`src/rtl/regwin_pkg.sv`:
```
package regwin_pkg;

   localparam int STAT_W     = 32;
   localparam int CWP_FLD_W  = 5;
   localparam int PIL_W      = 4;
   localparam int TT_W       = 8;

   localparam int STB_ET     = 5;
   localparam int STB_PS     = 6;
   localparam int STB_S      = 7;
   localparam int STB_PIL_LO = 8;
   localparam int STB_EF     = 12;

   localparam logic [TT_W-1:0] TT_NONE    = 8'h00;
   localparam logic [TT_W-1:0] TT_ILLEGAL = 8'h02;
   localparam logic [TT_W-1:0] TT_WOVF    = 8'h05;
   localparam logic [TT_W-1:0] TT_WUNF    = 8'h06;

   typedef enum logic [2:0] {
      OP_IDLE,
      OP_SAVE,
      OP_RESTORE,
      OP_RETT,
      OP_WRSTAT
   } op_e;

   typedef struct packed {
      logic             ef;
      logic [PIL_W-1:0] pil;
      logic             sup;
      logic             prev_sup;
      logic             et;
   } mode_t;

   localparam mode_t MODE_RST = '{ef: 1'b0, pil: '0, sup: 1'b1, prev_sup: 1'b0, et: 1'b0};

endpackage

```
`src/rtl/regwin_op_sel.sv`:
```
module regwin_op_sel
   import regwin_pkg::*;
(
   input  logic cmd_save,
   input  logic cmd_restore,
   input  logic cmd_rett,
   input  logic cmd_wrstat,
   output op_e  op
);

   always_comb begin
      if (cmd_wrstat)       op = OP_WRSTAT;
      else if (cmd_rett)    op = OP_RETT;
      else if (cmd_restore) op = OP_RESTORE;
      else if (cmd_save)    op = OP_SAVE;
      else                  op = OP_IDLE;
   end

endmodule

```
`src/rtl/regwin_ptr_step.sv`:
```
module regwin_ptr_step #(
   parameter int NWIN  = 8,
   parameter int CWP_W = 3
) (
   input  logic [CWP_W-1:0] cur,
   output logic [CWP_W-1:0] dec,
   output logic [CWP_W-1:0] inc
);

   localparam bit IS_POW2 = ((NWIN & (NWIN - 1)) == 0);
   localparam logic [CWP_W-1:0] TOP = CWP_W'(NWIN - 1);
   localparam logic [CWP_W-1:0] ONE = CWP_W'(1);

   generate
      if (IS_POW2) begin : g_pow2
         assign dec = cur - ONE;
         assign inc = cur + ONE;
      end else begin : g_cmp
         assign dec = (cur == '0)  ? TOP : (cur - ONE);
         assign inc = (cur == TOP) ? '0  : (cur + ONE);
      end
   endgenerate

endmodule

```
`src/rtl/regwin_decide.sv`:
```
module regwin_decide
   import regwin_pkg::*;
#(
   parameter int NWIN  = 8,
   parameter int CWP_W = 3
) (
   input  op_e               op,
   input  logic [CWP_W-1:0]  cwp,
   input  logic [CWP_W-1:0]  dec,
   input  logic [CWP_W-1:0]  inc,
   input  logic [NWIN-1:0]   wim,
   input  mode_t             mode,
   input  logic [STAT_W-1:0] wr_data,
   output logic [CWP_W-1:0]  nxt_cwp,
   output logic              cwp_ld,
   output mode_t             nxt_mode,
   output logic              mode_ld,
   output logic              trap,
   output logic [TT_W-1:0]   ttype
);

   localparam logic [CWP_FLD_W:0] LIMIT = (CWP_FLD_W+1)'(NWIN);

   logic                 fld_bad;
   logic                 dec_blocked;
   logic                 inc_blocked;
   mode_t                wr_mode;

   assign fld_bad     = ({1'b0, wr_data[CWP_FLD_W-1:0]} >= LIMIT);
   assign dec_blocked = wim[dec];
   assign inc_blocked = wim[inc];

   always_comb begin
      wr_mode.ef       = wr_data[STB_EF];
      wr_mode.pil      = wr_data[STB_PIL_LO +: PIL_W];
      wr_mode.sup      = wr_data[STB_S];
      wr_mode.prev_sup = wr_data[STB_PS];
      wr_mode.et       = wr_data[STB_ET];
   end

   always_comb begin
      nxt_cwp  = cwp;
      cwp_ld   = 1'b0;
      nxt_mode = mode;
      mode_ld  = 1'b0;
      trap     = 1'b0;
      ttype    = TT_NONE;
      case (op)
         OP_SAVE: begin
            if (dec_blocked) begin
               trap  = 1'b1;
               ttype = TT_WOVF;
            end else begin
               nxt_cwp = dec;
               cwp_ld  = 1'b1;
            end
         end
         OP_RESTORE: begin
            if (inc_blocked) begin
               trap  = 1'b1;
               ttype = TT_WUNF;
            end else begin
               nxt_cwp = inc;
               cwp_ld  = 1'b1;
            end
         end
         OP_RETT: begin
            if (mode.et) begin
               trap  = 1'b1;
               ttype = TT_ILLEGAL;
            end else begin
               mode_ld     = 1'b1;
               nxt_mode.et = 1'b1;
               if (inc_blocked) begin
                  trap  = 1'b1;
                  ttype = TT_WUNF;
               end else begin
                  nxt_cwp      = inc;
                  cwp_ld       = 1'b1;
                  nxt_mode.sup = mode.prev_sup;
               end
            end
         end
         OP_WRSTAT: begin
            if (fld_bad) begin
               trap  = 1'b1;
               ttype = TT_ILLEGAL;
            end else begin
               nxt_cwp  = wr_data[CWP_W-1:0];
               cwp_ld   = 1'b1;
               nxt_mode = wr_mode;
               mode_ld  = 1'b1;
            end
         end
         default: ;
      endcase
   end

endmodule

```
`src/rtl/regwin_ctrl.sv`:
```
module regwin_ctrl
   import regwin_pkg::*;
#(
   parameter int NWIN = 8,
   localparam int CWP_W = (NWIN > 1) ? $clog2(NWIN) : 1
) (
   input  logic              clk,
   input  logic              rst_n,
   input  logic              cmd_save,
   input  logic              cmd_restore,
   input  logic              cmd_rett,
   input  logic              cmd_wrstat,
   input  logic [31:0]       wr_status,
   input  logic              mask_we,
   input  logic [NWIN-1:0]   mask_wdata,
   output logic [CWP_W-1:0]  cwp,
   output logic [NWIN-1:0]   wim,
   output logic              et,
   output logic              sup,
   output logic              prev_sup,
   output logic [31:0]       status_word,
   output logic              trap_valid,
   output logic [7:0]        trap_type
);

   generate
      if (NWIN < 2 || NWIN > 32) begin : g_bad_nwin
         $error("regwin_ctrl: NWIN must lie in 2..32");
      end
   endgenerate

   op_e               op;
   logic [CWP_W-1:0]  cwp_q;
   logic [CWP_W-1:0]  dec;
   logic [CWP_W-1:0]  inc;
   logic [NWIN-1:0]   wim_q;
   mode_t             mode_q;
   logic [CWP_W-1:0]  nxt_cwp;
   logic              cwp_ld;
   mode_t             nxt_mode;
   logic              mode_ld;
   logic              trap_d;
   logic [TT_W-1:0]   ttype_d;
   logic              trap_q;
   logic [TT_W-1:0]   ttype_q;

   regwin_op_sel u_sel (
      .cmd_save    (cmd_save),
      .cmd_restore (cmd_restore),
      .cmd_rett    (cmd_rett),
      .cmd_wrstat  (cmd_wrstat),
      .op          (op)
   );

   regwin_ptr_step #(.NWIN(NWIN), .CWP_W(CWP_W)) u_step (
      .cur (cwp_q),
      .dec (dec),
      .inc (inc)
   );

   regwin_decide #(.NWIN(NWIN), .CWP_W(CWP_W)) u_dec (
      .op       (op),
      .cwp      (cwp_q),
      .dec      (dec),
      .inc      (inc),
      .wim      (wim_q),
      .mode     (mode_q),
      .wr_data  (wr_status),
      .nxt_cwp  (nxt_cwp),
      .cwp_ld   (cwp_ld),
      .nxt_mode (nxt_mode),
      .mode_ld  (mode_ld),
      .trap     (trap_d),
      .ttype    (ttype_d)
   );

   always_ff @(posedge clk or negedge rst_n) begin
      if (!rst_n) begin
         cwp_q   <= '0;
         wim_q   <= '0;
         mode_q  <= MODE_RST;
         trap_q  <= 1'b0;
         ttype_q <= TT_NONE;
      end else begin
         if (cwp_ld)  cwp_q  <= nxt_cwp;
         if (mode_ld) mode_q <= nxt_mode;
         if (mask_we) wim_q  <= mask_wdata;
         trap_q  <= trap_d;
         ttype_q <= ttype_d;
      end
   end

   always_comb begin
      status_word                         = '0;
      status_word[CWP_W-1:0]              = cwp_q;
      status_word[STB_ET]                 = mode_q.et;
      status_word[STB_PS]                 = mode_q.prev_sup;
      status_word[STB_S]                  = mode_q.sup;
      status_word[STB_PIL_LO +: PIL_W]    = mode_q.pil;
      status_word[STB_EF]                 = mode_q.ef;
   end

   assign cwp        = cwp_q;
   assign wim        = wim_q;
   assign et         = mode_q.et;
   assign sup        = mode_q.sup;
   assign prev_sup   = mode_q.prev_sup;
   assign trap_valid = trap_q;
   assign trap_type  = ttype_q;

endmodule

```
`config.mk`:
```
export PLATFORM = sky130hd
export DESIGN_NAME = regwin_ctrl
export DESIGN_NICKNAME = d
export VERILOG_FILES = /design/src/rtl/regwin_pkg.sv /design/src/rtl/regwin_op_sel.sv /design/src/rtl/regwin_ptr_step.sv /design/src/rtl/regwin_decide.sv /design/src/rtl/regwin_ctrl.sv
export SDC_FILE = /design/constraint.sdc
export NUM_CORES = 1
export LEC_CHECK = 0
export ABC_AREA = 1
export BUFFER_PORTS_ARGS = -buffer_cell sky130_fd_sc_hd__buf_4
export CAP_MARGIN = 10
export CORE_ASPECT_RATIO = 1.25
export CORE_MARGIN = 4
export CORE_UTILIZATION = 41
export DETAILED_ROUTE_END_ITERATION = 10
export GPL_ROUTABILITY_DRIVEN = 0
export HOLD_SLACK_MARGIN = 0.08
export PLACE_DENSITY = 0.86
export SYNTH_ARGS = -nofsm -noshare
export SYNTH_HDL_FRONTEND = slang
export SYNTH_SLANG_ARGS = --single-unit
```
`constraint.sdc`:
```
create_clock -name clk -period 1.8 [get_ports clk]
set_clock_uncertainty 0.05 [all_clocks]
set_input_delay 0 -clock clk [delete_from_list [all_inputs] [get_ports clk]]
set_output_delay 0 -clock clk [all_outputs]
set_load 0.01 [all_outputs]
```
==> flow_metrics.env <==
export IMPL_status="finished clean"
export IMPL_critical_path_slowest_cell="sky130_fd_sc_hd__ha_1"
export IMPL_yosys_cell_types_count=27
export IMPL_final_hpwl_dp_mm=2.58
export IMPL_layout_area_overhead_vs_synth_pct=47.4
export IMPL_synthesis_area_per_instance_um2=8.54
export IMPL_grt_antenna_before_repair=0
export IMPL_worstHoldPathType="input pin to asynchronous set/reset pin"
export IMPL_ys_top_cells_by_count="sky130_fd_sc_hd__nand2_1, sky130_fd_sc_hd__buf_4, sky130_fd_sc_hd__dfrtp_1, sky130_fd_sc_hd__nand3_1, sky130_fd_sc_hd__mux2_2"
export IMPL_post_cts_setup_inserts=0
export IMPL_critPathMaxFanout=7
export IMPL_worst_voltage_drop_across_the_vdd_grid_mv=0.865
export IMPL_yosysTopAreaCellShare_pct=37.7
export IMPL_post_synth_inst_count=171
export IMPL_initial_utilization_pct=42.3
export IMPL_cts_buffers=3
export IMPL_drtPass1Iterations=4
export IMPL_yosys_register_bits=23
export IMPL_fp_dieH_um=74.7
export IMPL_synthesis_area_um2=1460
export IMPL_path_cells="inv_2 > ha_1 > inv_2 > nand3_1 > nand3_2 > nand3_4 > nand3_2 > nand2_1 > nand2_1"
export IMPL_worstSetupPathType="register to register"
export IMPL_postRouteWirelength_mm=3.66
export IMPL_cp_end_kind="register"
export IMPL_finish_cell_count_without_fillers=295
export IMPL_cts_num_sinks=23
export IMPL_synth_top_area_cell="sky130_fd_sc_hd__dfrtp_1"
export IMPL_finalSetupTns_ns=0
export IMPL_postRouteAntennaNets=0
export IMPL_rsz_0062_raised_after_global_routing="false"
export IMPL_clk_pin_slew_ns=0.08
export IMPL_fin_crit_sh_pct=92.1
export IMPL_drt_iter0_drc=38
export IMPL_placed_cell_area_um2=1790
export IMPL_drt_vias_per_instance=4.61
export IMPL_critical_path_max_stage_delay_ns=0.42
export IMPL_drive_gt1_share_pct=33.2
export IMPL_post_drt_wl_per_cell_um=12.4
export IMPL_multi_input_area_um2=684
export IMPL_layout_area_seq_um2=577
export IMPL_placed_cells_incl_taps=259
export IMPL_critical_path_arrival_ns=1.76
export IMPL_worst_endpoint_required_ns=1.90
export IMPL_global_route_usage_total_pct=16.4
export IMPL_n_fill_cell=296
export IMPL_start_kind="register"
export IMPL_synth_main_ff_cell="sky130_fd_sc_hd__dfrtp_1"
export IMPL_grt_first_pass_wirelength_mm=5.71
export IMPL_peak_clock_frequency_supported_by_timing_mhz=603
export IMPL_power_density_nw_per_um2=1080
export IMPL_area_of_the_core_um2=3450
export IMPL_row_count=24
export IMPL_timing_max_cap_violations=0
export IMPL_finalPower_mw=2.33
export IMPL_diodes=0
export IMPL_power_leakage_nw=1.14
export IMPL_yosysMostFrequentCell="sky130_fd_sc_hd__nand2_1"
export IMPL_dieArea_um2=4590
export IMPL_grt_overflow_total=0
export IMPL_route_vias_total=1361
export IMPL_post_place_ws_ns=0.171
export IMPL_final_hold_violation_count=0
export IMPL_reg2reg_to="cwp[2]$_DFFE_PN0P_"
export IMPL_drc=0
export IMPL_ff2ff_setup_slack_ns=0.14
export IMPL_tritoncts="done"
export IMPL_number_of_enable_type_register_cells_in_the_synthesized_netlist=0
export IMPL_die_x_um=61.4
export IMPL_insertion_delay_ns=0.26
export IMPL_seq_area_frac_synth_pct=39.5
export IMPL_reg2reg_from="cwp[0]$_DFFE_PN0P_"
export IMPL_finalMaxSlewViolations=0
export IMPL_maximum_number_of_pins_on_one_net_before_global_route_repair=24
export IMPL_design_final_nets=306
export IMPL_reg2reg_depth=9
export IMPL_design_portCount=102
export IMPL_post_route_worst_setup_slack_ns=0.142
export IMPL_final_hold_worst_slack_ns=0.118
export IMPL_final_period_minus_worst_setup_slack_ns=1.66
export IMPL_ys_async_sr_fraction_pct=100
export IMPL_yosysWarnings=0
export IMPL_finalCoreUtilization_pct=62.3
export IMPL_synth_area_leaders="sky130_fd_sc_hd__dfrtp_1, sky130_fd_sc_hd__buf_4, sky130_fd_sc_hd__nand2_1"
export IMPL_layout_cell_area_non_filler_um2=2150
export IMPL_ctsRootBufferMaster="sky130_fd_sc_hd__clkbuf_8"
export IMPL_setup_violations_final=0
export IMPL_first_global_vias=1339
export IMPL_numPortBuffers=56
export IMPL_max_clock_path_buffers=2
export IMPL_h_tree_depth=1
## registers in the layout (all words and copies together), names as in the netlist
signal       count
status_word      5
et               1
sup              1
trap_type        3
cwp              3
wim              8
prev_sup         1
trap_valid       1
## cell type report
cell class / instances / area share (%)
clock buffer: 4 / 2.09
multi-input combinational: 128 / 31.8
inverter: 11 / 1.92
sequential: 23 / 26.8
tap: 39 / 2.27
timing repair buffer: 90 / 35.1
## per-layer routing
layer  global-route usage [%]  vias to the layer above  share of wire [%]
met5                        0                        -                  0
li1                         -                      664                  -
met2                     31.3                       53                 56
met1                     17.8                      635                 36
met4                     6.84                        0                2.2
met3                     1.72                        9                6.2
## worst max-delay path by stage
stage,start,endpoint,slack [ns],depth (start not counted)
floorplan,cwp[0]$_DFFE_PN0P_,cwp[0]$_DFFE_PN0P_,0.10,9
global route,cwp[0]$_DFFE_PN0P_,cwp[0]$_DFFE_PN0P_,0.003,9
global placement,cwp[0]$_DFFE_PN0P_,cwp[0]$_DFFE_PN0P_,0.20,9
finish,cwp[0]$_DFFE_PN0P_,cwp[2]$_DFFE_PN0P_,0.14,9
detailed placement,cwp[0]$_DFFE_PN0P_,cwp[0]$_DFFE_PN0P_,0.17,9
CTS,cwp[0]$_DFFE_PN0P_,cwp[2]$_DFFE_PN0P_,0.15,9
## repair_timing
item / CTS / global route
gates resized for setup: 0 / 0
hold endpoints to repair: 44 / 0
setup endpoints to repair: 0 / 0
hold buffers: 32 / 0
## layout by cell type (no fill, tap or decap), types with 2 or more instances in the layout
cell and count:
sky130_fd_sc_hd__buf_4 58, sky130_fd_sc_hd__nand2_1 49, sky130_fd_sc_hd__dlygate4sd3_1 32, sky130_fd_sc_hd__conb_1 26, sky130_fd_sc_hd__dfrtp_1 22, sky130_fd_sc_hd__nand3_1 11
sky130_fd_sc_hd__mux2_2 8, sky130_fd_sc_hd__inv_1 6, sky130_fd_sc_hd__nor2_1 6, sky130_fd_sc_hd__nand3_2 5, sky130_fd_sc_hd__inv_2 4, sky130_fd_sc_hd__nand2_2 4
sky130_fd_sc_hd__o21ai_0 3, sky130_fd_sc_hd__nand4_1 3, sky130_fd_sc_hd__clkbuf_8 3, sky130_fd_sc_hd__nand3_4 2, sky130_fd_sc_hd__ha_1 2
## cell families (layout without fill, tap and decap cells)
family | after synthesis | after routing | share of synthesized area [%]
DFF | 23 | 23 | 39.5
adders and majority gates | 2 | 2 | 1.71
buffers and inverters | 45 | 105 | 20.1
muxes | 8 | 8 | 6.17
AOI/OAI and AO/OA | 9 | 9 | 3.86
xor gates and xnor gates | 2 | 2 | 1.20
other | 1 | 26 | 0.257
and+or+nand+nor | 81 | 81 | 27.2
## power by group
part / internal, mW / switching [mW] / total [mW]
registers: 0.631 / 0.0822 / 0.713
logic: 0.582 / 0.720 / 1.30
clock network: 0.158 / 0.156 / 0.314
total: 1.37 / 0.958 / 2.33
## worst max-delay path: cells and delay by family, from the launching register on
| family | cells | cell delay [ns] |
|---|---|---|
| fa+ha+maj | 1 | 0.42 |
| buf+inv | 2 | 0.16 |
| flops | 1 | 0.36 |
| simple gates | 6 | 0.56 |
Note: power is estimated with default switching activity, not from simulation.
